===== config.mk =====
export PLATFORM = sky130hd
export DESIGN_NAME = rtg_raster_top
export DESIGN_NICKNAME = d
export VERILOG_FILES = /design/src/rtl/rtg_pkg.sv /design/src/rtl/rtg_cfg_latch.sv /design/src/rtl/rtg_counters.sv /design/src/rtl/rtg_region.sv /design/src/rtl/rtg_raster_top.sv
export SDC_FILE = /design/constraint.sdc
export NUM_CORES = 1
export LEC_CHECK = 0
export ABC_AREA = 1
export BUFFER_PORTS_ARGS = -buffer_cell sky130_fd_sc_hd__buf_2
export CAP_MARGIN = 20
export CELL_PAD_IN_SITES_DETAIL_PLACEMENT = 0
export CELL_PAD_IN_SITES_GLOBAL_PLACEMENT = 1
export CORE_AREA = 2 2 126 251
export DETAILED_ROUTE_END_ITERATION = 10
export DIE_AREA = 0 0 128 253
export PLACE_DENSITY_LB_ADDON = 0.1
export SYNTH_ARGS = -nofsm -noshare
export SYNTH_HDL_FRONTEND = slang
export SYNTH_HIERARCHICAL = 1
export SYNTH_SLANG_ARGS = --single-unit
export TNS_END_PERCENT = 30

===== constraint.sdc =====
create_clock -name clk -period 2.9 [get_ports clk]
set_clock_uncertainty 0.05 [all_clocks]
set_input_delay 0.145 -clock clk [delete_from_list [all_inputs] [get_ports clk]]
set_output_delay 0.145 -clock clk [all_outputs]
set_load 0.02 [all_outputs]

===== src/rtl/rtg_pkg.sv =====
package rtg_pkg;

   // Field identity for interlaced scanning
   typedef enum logic {
      FLD_LONG  = 1'b0,
      FLD_SHORT = 1'b1
   } field_e;

   // Mode flags that travel with the shadowed timing words
   typedef struct packed {
      logic vid;
      logic ilace;
      logic dbl;
      logic blank;
   } mode_flags_t;

endpackage


===== src/rtl/rtg_cfg_latch.sv =====
module rtg_cfg_latch #(
   parameter int CW = 16
) (
   input  logic                 clk,
   input  logic                 rst_n,
   input  logic                 load,
   input  logic [2*CW-1:0]      in_totals,
   input  logic [2*CW-1:0]      in_hborder,
   input  logic [2*CW-1:0]      in_vborder,
   input  logic [CW-1:0]        in_hwin,
   input  logic [2*CW-1:0]      in_vwin,
   input  rtg_pkg::mode_flags_t in_flags,
   output logic [CW-1:0]        ht,
   output logic [CW-1:0]        vt,
   output logic [CW-1:0]        hb_start,
   output logic [CW-1:0]        hb_stop,
   output logic [CW-1:0]        vb_start,
   output logic [CW-1:0]        vb_stop,
   output logic [CW-1:0]        hwin,
   output logic [CW-1:0]        vwin_long,
   output logic [CW-1:0]        vwin_short,
   output rtg_pkg::mode_flags_t flags
);

   always_ff @(posedge clk or negedge rst_n) begin
      if (!rst_n) begin
         ht         <= '0;
         vt         <= '0;
         hb_start   <= '0;
         hb_stop    <= '0;
         vb_start   <= '0;
         vb_stop    <= '0;
         hwin       <= '0;
         vwin_long  <= '0;
         vwin_short <= '0;
         flags      <= '0;
      end else if (load) begin
         vt         <= in_totals[2*CW-1:CW];
         ht         <= in_totals[CW-1:0];
         hb_start   <= in_hborder[2*CW-1:CW];
         hb_stop    <= in_hborder[CW-1:0];
         vb_start   <= in_vborder[2*CW-1:CW];
         vb_stop    <= in_vborder[CW-1:0];
         hwin       <= in_hwin;
         vwin_long  <= in_vwin[2*CW-1:CW];
         vwin_short <= in_vwin[CW-1:0];
         flags      <= in_flags;
      end
   end

endmodule


===== src/rtl/rtg_counters.sv =====
module rtg_counters #(
   parameter int CW = 16
) (
   input  logic           clk,
   input  logic           rst_n,
   input  logic           run,
   input  logic [CW-1:0]  ht,
   input  logic [CW-1:0]  vt,
   input  logic           ilace,
   output logic [CW-1:0]  h,
   output logic [CW-1:0]  v,
   output rtg_pkg::field_e field,
   output logic           at_last,
   output logic           vevt
);
   import rtg_pkg::*;

   localparam logic [CW-1:0] ONE = {{(CW-1){1'b0}}, 1'b1};

   logic [CW-1:0] v_end;
   logic          h_last;
   logic          v_last;

   // long field of an interlaced pair carries one extra line
   assign v_end   = (ilace && field == FLD_LONG) ? vt : vt - ONE;
   assign h_last  = (h == ht - ONE);
   assign v_last  = (v == v_end);
   assign at_last = h_last && v_last;

   always_ff @(posedge clk or negedge rst_n) begin
      if (!rst_n) begin
         h     <= '0;
         v     <= '0;
         field <= FLD_LONG;
         vevt  <= 1'b0;
      end else if (!run) begin
         h     <= '0;
         v     <= '0;
         field <= FLD_LONG;
         vevt  <= 1'b0;
      end else begin
         vevt <= at_last;
         if (h_last) begin
            h <= '0;
            if (v_last) begin
               v     <= '0;
               field <= (ilace && field == FLD_LONG) ? FLD_SHORT : FLD_LONG;
            end else begin
               v <= v + ONE;
            end
         end else begin
            h <= h + ONE;
         end
      end
   end

endmodule


===== src/rtl/rtg_region.sv =====
module rtg_region #(
   parameter int CW        = 16,
   parameter int HSYNC_W   = 64,
   parameter int VSYNC_L   = 3,
   parameter bit SYNC_HIGH = 1'b1
) (
   input  logic                 run,
   input  logic [CW-1:0]        h,
   input  logic [CW-1:0]        v,
   input  rtg_pkg::field_e      field,
   input  logic [CW-1:0]        hb_start,
   input  logic [CW-1:0]        hb_stop,
   input  logic [CW-1:0]        vb_start,
   input  logic [CW-1:0]        vb_stop,
   input  logic [CW-1:0]        hwin,
   input  logic [CW-1:0]        vwin_long,
   input  logic [CW-1:0]        vwin_short,
   input  rtg_pkg::mode_flags_t flags,
   output logic                 hsync,
   output logic                 vsync,
   output logic                 border_active,
   output logic                 win_active,
   output logic [CW-1:0]        win_row
);
   import rtg_pkg::*;

   localparam logic [CW-1:0] HS_W = CW'(HSYNC_W);
   localparam logic [CW-1:0] VS_L = CW'(VSYNC_L);

   logic          hs_raw, vs_raw;
   logic          h_in, v_in, h_win, v_win;
   logic [CW-1:0] vwin_cur;
   logic [CW-1:0] dv;

   assign hs_raw   = run && (h < HS_W);
   assign vs_raw   = run && (v < VS_L);

   assign vwin_cur = (field == FLD_SHORT) ? vwin_short : vwin_long;
   assign h_in     = (h >= hb_start) && (h < hb_stop);
   assign v_in     = (v >= vb_start) && (v < vb_stop);
   assign h_win    = h_in && (h >= hwin);
   assign v_win    = v_in && (v >= vwin_cur);

   assign border_active = run && flags.vid && (flags.blank || !(h_in && v_in));
   assign win_active    = run && flags.vid && !flags.blank && h_win && v_win;

   assign dv      = v - vwin_cur;
   assign win_row = !win_active ? '0 : (flags.dbl ? (dv >> 1) : dv);

   generate
      if (SYNC_HIGH) begin : g_sync_pos
         assign hsync = hs_raw;
         assign vsync = vs_raw;
      end else begin : g_sync_neg
         assign hsync = ~hs_raw;
         assign vsync = ~vs_raw;
      end
   endgenerate

endmodule


===== src/rtl/rtg_raster_top.sv =====
module rtg_raster_top #(
   parameter int CW        = 16,
   parameter int HSYNC_W   = 64,
   parameter int VSYNC_L   = 3,
   parameter bit SYNC_HIGH = 1'b1
) (
   input  logic            clk,
   input  logic            rst_n,
   input  logic            disp_en,
   input  logic [2*CW-1:0] cfg_totals,
   input  logic [2*CW-1:0] cfg_hborder,
   input  logic [2*CW-1:0] cfg_vborder,
   input  logic [CW-1:0]   cfg_hwin,
   input  logic [2*CW-1:0] cfg_vwin,
   input  logic            cfg_video_en,
   input  logic            cfg_interlace,
   input  logic            cfg_dblscan,
   input  logic            cfg_blank,
   output logic [CW-1:0]   h_cnt,
   output logic [CW-1:0]   v_cnt,
   output logic            hsync,
   output logic            vsync,
   output logic            border_active,
   output logic            win_active,
   output logic [CW-1:0]   win_row,
   output logic            field_odd,
   output logic            vevt
);
   import rtg_pkg::*;

   generate
      if (CW < 8 || CW > 16) begin : g_bad_cw
         $error("rtg_raster_top: CW must lie in 8..16");
      end
      if (HSYNC_W < 1 || HSYNC_W >= (1 << CW)) begin : g_bad_hs
         $error("rtg_raster_top: HSYNC_W out of range");
      end
      if (VSYNC_L < 1 || VSYNC_L >= (1 << CW)) begin : g_bad_vs
         $error("rtg_raster_top: VSYNC_L out of range");
      end
   endgenerate

   mode_flags_t   in_flags, flags;
   logic [CW-1:0] ht, vt, hb_start, hb_stop, vb_start, vb_stop;
   logic [CW-1:0] hwin, vwin_long, vwin_short;
   logic          at_last;
   logic          load;
   field_e        field;

   assign in_flags = '{vid: cfg_video_en, ilace: cfg_interlace,
                       dbl: cfg_dblscan, blank: cfg_blank};
   assign load     = !disp_en || at_last;

   rtg_cfg_latch #(.CW(CW)) cfg_i (
      .clk        (clk),
      .rst_n      (rst_n),
      .load       (load),
      .in_totals  (cfg_totals),
      .in_hborder (cfg_hborder),
      .in_vborder (cfg_vborder),
      .in_hwin    (cfg_hwin),
      .in_vwin    (cfg_vwin),
      .in_flags   (in_flags),
      .ht         (ht),
      .vt         (vt),
      .hb_start   (hb_start),
      .hb_stop    (hb_stop),
      .vb_start   (vb_start),
      .vb_stop    (vb_stop),
      .hwin       (hwin),
      .vwin_long  (vwin_long),
      .vwin_short (vwin_short),
      .flags      (flags)
   );

   rtg_counters #(.CW(CW)) cnt_i (
      .clk     (clk),
      .rst_n   (rst_n),
      .run     (disp_en),
      .ht      (ht),
      .vt      (vt),
      .ilace   (flags.ilace),
      .h       (h_cnt),
      .v       (v_cnt),
      .field   (field),
      .at_last (at_last),
      .vevt    (vevt)
   );

   rtg_region #(
      .CW        (CW),
      .HSYNC_W   (HSYNC_W),
      .VSYNC_L   (VSYNC_L),
      .SYNC_HIGH (SYNC_HIGH)
   ) reg_i (
      .run           (disp_en),
      .h             (h_cnt),
      .v             (v_cnt),
      .field         (field),
      .hb_start      (hb_start),
      .hb_stop       (hb_stop),
      .vb_start      (vb_start),
      .vb_stop       (vb_stop),
      .hwin          (hwin),
      .vwin_long     (vwin_long),
      .vwin_short    (vwin_short),
      .flags         (flags),
      .hsync         (hsync),
      .vsync         (vsync),
      .border_active (border_active),
      .win_active    (win_active),
      .win_row       (win_row)
   );

   assign field_odd = (field == FLD_SHORT);

endmodule


==> Yosys cells after proc, flatten, opt, wreduce, memory -nomap -nowiden <==
Index checks and enable logic that the tools add are counted.
{ "totals": {"reg_bits": 182, "word_cells": 69, "input_bits": 151} }
{ "op_classes": {"addsub": 5, "reduce_logical": 20, "bitwise_logic": 1, "n_eq_ne": 4, "n_mux": 14, "order_cmp": 8} }
{ "ops": {"columns": ["operator", "n"], "rows": [
  ["2-to-1 mux 16 bit", 9],
  ["greater-or-equal comparator 16 bit", 4],
  ["adder 16 x 1 -> 16 bit, second input constant", 2],
  ["== test 16 bit", 2],
  ["less-than comparator 16 bit", 2],
  ["subtractor 16 x 1 -> 16 bit, second input constant", 2],
  ["less-than comparator 16 x 2 -> 1 bit, second input constant", 1],
  ["less-than comparator 16 x 7 -> 1 bit, second input constant", 1],
  ["subtractor 16 bit", 1],
  ["logical AND 1 bit", 14],
  ["2-to-1 mux 1 bit", 5],
  ["inequality test 2 x 1 -> 1 bit, second input constant", 2],
  ["logical NOT 1 bit", 3],
  ["logical OR 1 bit", 2],
  ["AND reduction 2 bit", 1],
  ["inverter 1 bit", 1]
]} }

==> Logic depth before layout (Yosys ltp) <==
Gate-level depths: netlist of the first run.
{ "logic_depth": {"ltp_word": 7, "ltp_mapped": 20, "ltp_nobuf": 17} }

==> Cells and area by module <==
Netlist of the first run, hierarchy kept.
{ "by_module_without_submodules": {"columns": ["module", "area_each_um2", "cells_per_inst", "n_inst"], "rows": [
  ["rtg_cfg_latch", 5649.2, 626, 1],
  ["rtg_region", 3567.2, 583, 1],
  ["rtg_counters", 3415.8, 528, 1],
  ["rtg_raster_top", 7.5, 2, 1]
]} }

==> Least setup slack after synthesis of the first run <==
OpenSTA, ideal clock, no wires.
{ "synth_timing": {"kind": "register -> output", "from": "register cnt_i.field", "to": "output port win_row[15]", "path_buffers": 2, "arrival_time_ns": 2.674, "slack_ns": 0.031, "required_time_ns": 2.705, "stages_incl_launch_ff": 14, "cell_sequence": "dfrtp_1 -> clkbuf_1 -> buf_2 -> mux2i_1 -> ha_1 -> a21oi_1 -> nor2_1 -> nor2_1 -> nand2_1 -> nand3_1 -> nand3_1 -> nand2_1 -> nand2_1 -> nor2_1"} }
{ "synth_between": {"elab_chain_len": 5, "elab_cells_between_ends": 7, "classes_between": "1 x add/sub; 1 x order compare; 3 x mux; 2 x reduce/logical"} }
{ "synth_lines": {"columns": ["item", "line_no", "text"], "rows": [
  ["start, declared", "rtg_counters.sv:12", "output rtg_pkg::field_e field,"],
  ["start signal, assigned", "rtg_counters.sv:47", "field <= (ilace && field == FLD_LONG) ? FLD_SHORT : FLD_LONG;"],
  ["2-to-1 mux 16 bit *", "rtg_region.sv:38", "assign vwin_cur = (field == FLD_SHORT) ? vwin_short : vwin_long;"],
  ["greater-or-equal comparator 16 bit", "rtg_region.sv:42", "assign v_win = v_in && (v >= vwin_cur);"],
  ["logical AND 1 bit", "rtg_region.sv:42", null],
  ["logical AND 1 bit", "rtg_region.sv:45", "assign win_active = run && flags.vid && !flags.blank && h_win && v_win;"],
  ["2-to-1 mux 16 bit *", "rtg_region.sv:48", "assign win_row = !win_active ? '0 : (flags.dbl ? (dv >> 1) : dv);"],
  ["end, declared", "rtg_raster_top.sv:25", "output logic [CW-1:0] win_row,"]
]} }
Every way passes the cells marked *; elsewhere a longest branch is shown, timed or not.

==> Final worst setup path of the first run <==
{ "layout_timing": {"from": "register cnt_i.field", "to": "output port win_row[6]"} }
Same word-level chain as after synthesis.

==> out/results.txt, run 1 <==
Among all flip-flop cells after synthesis, the most frequent one is sky130_fd_sc_hd__dfrtp_1. The I/O pin total is 205. IR analysis of the VDD net gives a maximum drop of 0.4411 mV. The highest fanout seen on the critical path came out at 8. The flow ran to the end, but the final reports show violations. Entering global routing, the biggest net connects 67 pins.

The initial antenna violation count was 0; the wire length per cell after detailed routing was 16.16 um. The checks that failed: negative setup slack. The die outline width is 128 um, and the number of levels in the clock H-tree is 4. The run gives 5 as the count of TritonRoute iterations in the first routing pass. The period utilization is 103.6%. Measured against its own limit, the worst slew margin works out to 52.54%.

STA classifies the critical path startpoint as a flip-flop. Counting stages on the worst path, the most repeated cell is sky130_fd_sc_hd__buf_12. Ranked by instance count, the synthesized netlist is headed by sky130_fd_sc_hd__nand2_1, sky130_fd_sc_hd__inv_1, sky130_fd_sc_hd__dfrtp_1. The vertical extent of the die is 253 um, and the number of antenna diodes is 0. Of all flip-flops after synthesis, the portion carrying an async set or reset was 100.0%. The run gives 40,940 um as the final wirelength. The sum of overflow across all layers after global routing is 0, and the global-route wire length before repair is 63,350 um. The cell area after layout is 17,370 sq um, and the buffer levels on the longest clock path is 2. For this run, design rule violations remaining after detail routing come to 0. By startpoint and endpoint, the worst setup path is classified as flip-flop to output pin.

The logs give 0 for the post-detailed-route count of antenna-violating nets and 0.07353 ns for the pre-CTS worst setup slack. Timing would allow up to 0.3327 GHz. The required time of the critical path is 2.71 ns. Setup violations remaining at the end of the flow were counted as 16.

The net count of the mapped netlist was 1,989. The total count of max-transition violations in the final report was 0. Summing all placed instances gives a cell area of 14,300 sq um.

The tree is rooted in a sky130_fd_sc_hd__clkbuf_16. The count of distinct cell types in the synthesized netlist came out at 47. The worst-case reg-to-reg path depth was 17. The die covers 32,380 sq um.

The post-synthesis area per instance was 7.268 sq um; the floorplan row count was 91. The setup TNS is -1.376 ns, and the synthesized area is 12,640 sq um. The cell type contributing the most total cell area after synthesis was sky130_fd_sc_hd__dfrtp_1. The number of global-route vias before repair was 12.25k; the number of placed instances with taps included was 2,323. After the last flow step, the layout net total stands at 2,399. At the end of routability-driven placement, the weighted congestion stood at 0.8866.

Of the cells placed in the final design, the portion with a size suffix greater than 1 is 22.25%. Once layout is complete, the cells apart from fillers number 2,534. For this configuration, the core starts out at a cell density of 41.42%. The logs give 604 for the starting DRC count in detailed routing and 0 for the count of maximum capacitance violations. The post-route worst setup slack is -0.1056 ns, and the measured slew at the worst slew-check pin is 0.7054 ns. In the post-synthesis netlist, the biggest area contributors are sky130_fd_sc_hd__dfrtp_1, sky130_fd_sc_hd__nand2_1, sky130_fd_sc_hd__ha_1. The capturing element type of the critical path was an output pin. The logs give 29,490 um for the post-DP HPWL and 56.92% for the core utilization of the finished layout. The area added between synthesis and finish was 37.41%. The cell type of the slowest stage on the worst timing path is sky130_fd_sc_hd__dfrtp_2. Tracing the worst setup path back leads to its startpoint at cnt_i/field.

TritonCTS created 17 clock buffers. The core footprint was 30,510 sq um. The critical path goes through buf_12 > mux2i_4 > ha_4 > a21oi_2 > o21ai_1 > a21oi_1 > nand3_2 > nand2_2 > inv_2 > nand3_4 > buf_12 > nor2_4 > buf_6.

TritonCTS built the clock tree. The clock insertion delay at the later pin of the skew report was 0.45 ns; the count of synthesis-stage warnings from yosys was 6. Among all cell types in the netlist, the one instantiated most often is sky130_fd_sc_hd__nand2_1. After synthesis, flip-flops and latches occupy 36.03% of the total area. The total of buffers placed on input and output ports is 204, and the total leakage power is 9.456 nW. The peak per-stage delay on the critical path works out to 0.47 ns.

The clock input transition at the sequential cells of the worst setup and hold paths was 0.07 ns. After layout, the minimum clock period comes to 3.006 ns. The logs give 1,739 for the number of cells produced by synthesis and 12.47k for the number of vias in the routed layout.

For the worst setup path, the data arrival time is 2.81 ns. For this run, the total global-route usage over all layers was measured as 25.13%. Clock sink count: 182. The path class of the tightest hold or removal check is input pin to asynchronous set/reset pin. The synthesized design contains 0 enable-type register cells.

Power per standard cell area: 399.9 nW/um^2. The reg-to-reg startpoint is cnt_i/field. The tools report the final number of hold-violating endpoints as 0. In the routed layout, each cell is associated on average with a via count of 4.921.

In this run, synthesis produced a sequential element count of 182. Setup repair after global routing could not meet its margin everywhere. The worst register-to-register path has a setup slack of 0.23 ns. The share of synthesized area in the top cell type comes to 36.03%.
-- worst paths after layout --
path                                   to
max                            win_row[6]
max in group asynchronous     cnt_i/field
min in group clk               cnt_i/v[1]
min reg2reg                cfg_i/flags[3]
min                          cfg_i/ht[12]
max reg2reg                  cfg_i/vt[13]
-- cells by family after synthesis --
logic type                 share of synthesized area, %
DFF                                               36.03
adders and majority gates                         9.859
buffers and inverters                             8.751
and+or+nand+nor                                   35.47
AOI/OAI and AO/OA                                 4.108
xor gates and xnor gates                          4.266
muxes                                             1.515
-- routing by layer --
metal	track usage (%)	part of all wire, %	up-vias
met1	32.33	44	5839
met3	2.937	3.6	50
li1	-	-	6272
met2	43.99	51	309
met4	7.504	2.3	0
met5	0	0	-
-- per-stage QoR --
stage	total power [mW]	hold slack (ns)
2_1_floorplan	3.794	-0.2006
3_3_place_gp	4.254	0.1237
3_5_place_dp	4.268	0.1273
4_1_cts	6.877	0.1905
5_1_grt	7.317	0.2216
6_report	6.945	0.1952
-- registers in the layout, summed over array words and instances (netlist names), 16 cells and up --
name / flops
cfg_i/hb_start: 16
cfg_i/hb_stop: 16
cfg_i/ht: 16
cfg_i/hwin: 16
cfg_i/vb_start: 16
cfg_i/vb_stop: 16
cfg_i/vt: 16
cfg_i/vwin_long: 16
cfg_i/vwin_short: 16
cnt_i/h: 16
cnt_i/v: 16
-- final cells by class --
type	instances	area (sq um)
clock buffer	17	425.4
timing repair buffer	435	3437
multi-input combinational	1315	7579
inverter	198	745.7
tap	372	465.4
sequential	182	4569
clock inverter	15	146.4
fill	2920	13150
-- cells in the final DEF (no fill, tap or decap), drive strengths merged, types with 5 or more instances in the layout --
cell / count
o21ai: 25
buf: 282
mux2i: 18
nor3b: 6
xor2: 37
or2: 5
clkinv: 5
nand3b: 7
nor2: 146
dlygate4sd3: 149
o21bai: 5
nand2: 741
clkbuf: 21
nand4: 35
xnor2: 22
ha: 98
nor3: 15
nor4: 8
inv: 200
nand3: 75
a21o: 7
a21oi: 54
clkinvlp: 7
dfrtp: 182
-- power breakdown --
group          switching (mW)  internal [mW]  leakage [nW]
Combinational           0.935          0.778          6.94
Sequential              0.177           2.73          2.25
Clock                    1.12           1.20         0.261
Total                    2.24           4.71          9.46
-- worst max-delay path, delay by kind of cell, from the launching register on --
kind,cells,cell delay [ns]
AOI/OAI and AO/OA,3,0.46
adders and majority gates,1,0.26
buffers and inverters,4,0.54
DFF,1,0.47
muxes,1,0.30
and+or+nand+nor,4,0.33
-- what timing repair did --
action / in CTS / in global routing
buffers inserted: 15 / 10
pin swaps: 24 / 22
cloned: 2 / 3
gates resized for setup: 94 / 66
endpoints found under the setup margin: 18 / 166
hold endpoints to repair: 208 / 0
hold buffers: 149 / 0
Note: power is estimated with default switching activity, not from simulation.
==> run 2: changes to the inputs <==
TNS_END_PERCENT = not set   (was 30)
==> run 2 against run 1 <==
  * Sequential cell count unchanged
  * Die area did not move
  * Total power increased by 0.41%
  * Utilization increased by 0.85 points
  * The run still ends with negative setup slack left
  * Clock power is essentially flat
  * Global-route usage about the same
  * Design area rose by 1.5%
  * Critical endpoint is now win_row[11]
  * Fmax decreased by 0.33%
  * Combinational power hardly changed
  * Via count increased by 0.31%
  * Sequential power hardly changed
  * Sequential share of layout area shrank 0.36 points
==> out/results.txt, run 2 (synthesized netlist as in run 1, its figures left out) <==
The worst-case reg-to-reg path depth was 17 (unchanged); the worst relative slew slack was 53.79% (was 52.54%). The number of buffers created by CTS is 17 (unchanged), and the global router's overall resource usage is 25.14% (was 25.13%). The total leakage power came out at 9.556 nW (was 9.456 nW). For the post-detailed-route count of antenna-violating nets, the log shows 0 (unchanged). The initial core utilization was 41.42% (unchanged); the cell-internal power was 4.720 mW (was 4.708 mW). Switching power: 2.253 mW (was 2.237 mW). For the largest net degree at the start of global routing, the log shows 67 (unchanged). For the global-route wire length before repair, the log shows 63,380 um (was 63,350 um). The number of vias in the routed layout is 12.51k (was 12.47k), and the clock input transition at the sequential cells of the worst setup and hold paths is 0.07 ns (about the same).

The run gives 17,960 um (was 17,840 um) as the wire length on met1. The buffer levels on the longest clock path was 2 (unchanged); the met3 wire length was 1551 um (was 1492 um). The startpoint kind of the worst setup timing path is a flip-flop (unchanged). The total of buffers placed on input and output ports works out to 204 (unchanged). TritonCTS built the clock tree. The required time of the critical path is 2.71 ns (about the same), and the net count of the finished layout is 2,417 (was 2,399). The floorplan die area was 32,380 sq um (unchanged); the clock insertion delay at the later pin of the skew report was 0.45 ns (about the same). For the core footprint, the log shows 30,510 sq um (unchanged).

For the number of antenna diodes, the log shows 0 (unchanged). The run gives 57.77% (was 56.92%) as the core utilization of the finished layout. The area added between synthesis and finish was 39.46% (was 37.41%); the number of global-route vias before repair was 12.27k (was 12.25k). Period utilization: 104.0% (was 103.6%).

The minimum period implied by the final worst setup slack works out to 3.015 ns (was 3.006 ns). The peak per-stage delay on the critical path is 0.48 ns (was 0.47 ns). The tools report the share of power burned in the clock network as 33.4% (was 33.5%). The run gives 0.07353 ns (unchanged) as the pre-CTS worst setup slack.

The final wirelength is 41,400 um (was 40,940 um). The post-DP HPWL was 29,490 um (unchanged). The most common cell after layout, fill and taps aside was sky130_fd_sc_hd__nand2_1 (unchanged).

The power per standard cell area was 395.6 nW/um^2 (was 399.9 nW/um^2). For the floorplan row count, the log shows 91 (unchanged). The count of TritonRoute iterations in the first routing pass came out at 5 (unchanged). The logs give 0 (unchanged) for the initial antenna violation count and 589 (was 604) for the starting DRC count in detailed routing. Critical path, cell by cell: clkbuf_16 > mux2i_4 > ha_4 > nand2_4 > nor2_4 > and3_4 > nand2_2 > nand3_2 > nand2_2 > inv_2 > nand3_4 > buf_12 > nor2_4 > buf_6 (was buf_12 > mux2i_4 > ha_4 > a21oi_2 > o21ai_1 > a21oi_1 > nand3_2 > nand2_2 > inv_2 > nand3_4 > buf_12 > nor2_4 > buf_6). Setup repair after global routing could not meet its margin everywhere. Reg-to-reg startpoint: cnt_i/field (unchanged).

For the worst reg-to-reg setup slack, the log shows 0.22 ns (was 0.23 ns). Highest metal layer used by the detailed router: met4 (unchanged). The logs give 0 (unchanged) for the final number of hold-violating endpoints and 0.3316 GHz (was 0.3327 GHz) for the fmax. The tools report the part of the total power dissipated in sequential elements as 41.7% (was 41.8%).

The detailed-route DRC error count was 0 (unchanged). The highest fanout seen on the critical path works out to 8 (unchanged). Violated checks: negative setup slack (unchanged).

The terminus of the critical flop-to-flop path is cfg_i/vt[14] (was cfg_i/vt[13]). Leading cell types in the layout, fill and taps excluded: sky130_fd_sc_hd__nand2_1, sky130_fd_sc_hd__buf_2, sky130_fd_sc_hd__inv_1, sky130_fd_sc_hd__dfrtp_1, sky130_fd_sc_hd__dlygate4sd3_1 (unchanged). Endpoint arrival time on the critical path: 2.82 ns (was 2.81 ns). The final RePlAce weighted congestion was 0.8866 (unchanged). The number of endpoints failing setup at the final stage was 17 (was 16). The met2 wirelength from detailed routing came out at 20,960 um (was 20,680 um).

The I/O pin total is 205 (unchanged). The vertical extent of the die was 253 um (unchanged); the via density per instance was 4.902 (was 4.921). The logs give 24.9% (was 24.7%) for the proportion of power drawn by combinational gates and 0 (unchanged) for the count of maximum capacitance violations.

The share of cells above drive strength 1 was 23.39% (was 22.25%). The logs give 182 (unchanged) for the clock sink count and 0 (unchanged) for the sum of overflow across all layers after global routing. The critical path start-end classification was flip-flop to output pin (unchanged). The flow ran to the end, but the final reports show violations.

The post-route worst setup slack is -0.1154 ns (was -0.1056 ns). The number of levels in the clock H-tree is 4 (unchanged). Wire length per cell after detailed routing: 16.22 um (was 16.16 um). The cell type of the slowest stage on the worst timing path is sky130_fd_sc_hd__dfrtp_2 (unchanged). The switching share of power came out at 32.31% (was 32.20%). The buffer type at the clock tree root is sky130_fd_sc_hd__clkbuf_16 (unchanged). Worst supply voltage drop on vdd: 0.4399 mV (was 0.4411 mV). The measured slew at the worst slew-check pin was 0.6868 ns (was 0.7054 ns). The capturing element type of the critical path was an output pin (unchanged).

Worst hold-check path type: input pin to asynchronous set/reset pin (unchanged). The total count of max-transition violations in the final report came out at 0 (unchanged). Die outline width: 128 um (unchanged).
## run 2: repair_timing
item	4_1_cts	5_1_grt
gates resized for setup	105	76
pin swaps	28	30
endpoints found under the hold margin	208	0
hold buffers	149	0
setup buffers	15	27
cloned	2	4
setup endpoints to repair	18	166
## run 2: power by group through the flow
stage / sequential (mW) / clock [mW] / combinational [mW]
3_5_place_dp: 2.93 / 0 / 1.34
3_3_place_gp: 2.93 / 0 / 1.32
2_1_floorplan: 2.89 / 0 / 0.908
6_report: 2.90 / 2.33 / 1.74
4_1_cts: 2.90 / 2.38 / 1.62
5_1_grt: 2.93 / 2.47 / 1.94
## run 2: how the worst max path moves through the flow
stage / start / to / slack [ns] / cells past startpoint
6_report: cnt_i/field / win_row[11] / -0.12 / 14
5_1_grt: cnt_i/field / win_active / -0.25 / 13
4_1_cts: cnt_i/field / win_row[12] / -0.17 / 12
3_5_place_dp: cnt_i/field / win_row[9] / 0.07 / 12
3_3_place_gp: cnt_i/field / win_row[13] / 0.004 / 13
2_1_floorplan: cnt_i/field / win_row[15] / 0.03 / 13
## run 2: area by class of cell
cell class / instances / area, sq um
Sequential cell: 182 / 4574
Timing Repair Buffer: 453 / 3605
Multi-Input combinational cell: 1315 / 7665
Fill cell: 2890 / 12890
Clock buffer: 17 / 425.4
Tap cell: 372 / 465.4
Clock inverter: 15 / 146.4
Inverter: 198 / 745.7
## run 2: critical path: cells and delay by family (launching register included)
kind	cells	cell delay, ns
buffers and inverters	4	0.60
flip-flops	1	0.48
AND/OR/NAND/NOR	8	0.77
multiplexers	1	0.21
adder cells (fa/ha/maj)	1	0.31
## run 2: through the flow
step	hold WS (ns)	setup TNS [ns]	instances	instance area, sq um	total power, mW
global route	0.2216	-3.900	2552	17630	7.344
global placement	0.1237	0	2323	14300	4.254
finish	0.1997	-1.392	2552	17630	6.973
detailed placement	0.1273	0	2323	14300	4.268
floorplan	-0.2006	0	1739	12640	3.794
CTS	0.1905	-2.022	2521	16940	6.889
## run 2: routing by layer
metal  GRT usage, %  up-vias
li1               -     6305
met1          32.31     5856
met2          44.05      302
met3          2.937       46
met4          7.504        0
met5              0        -
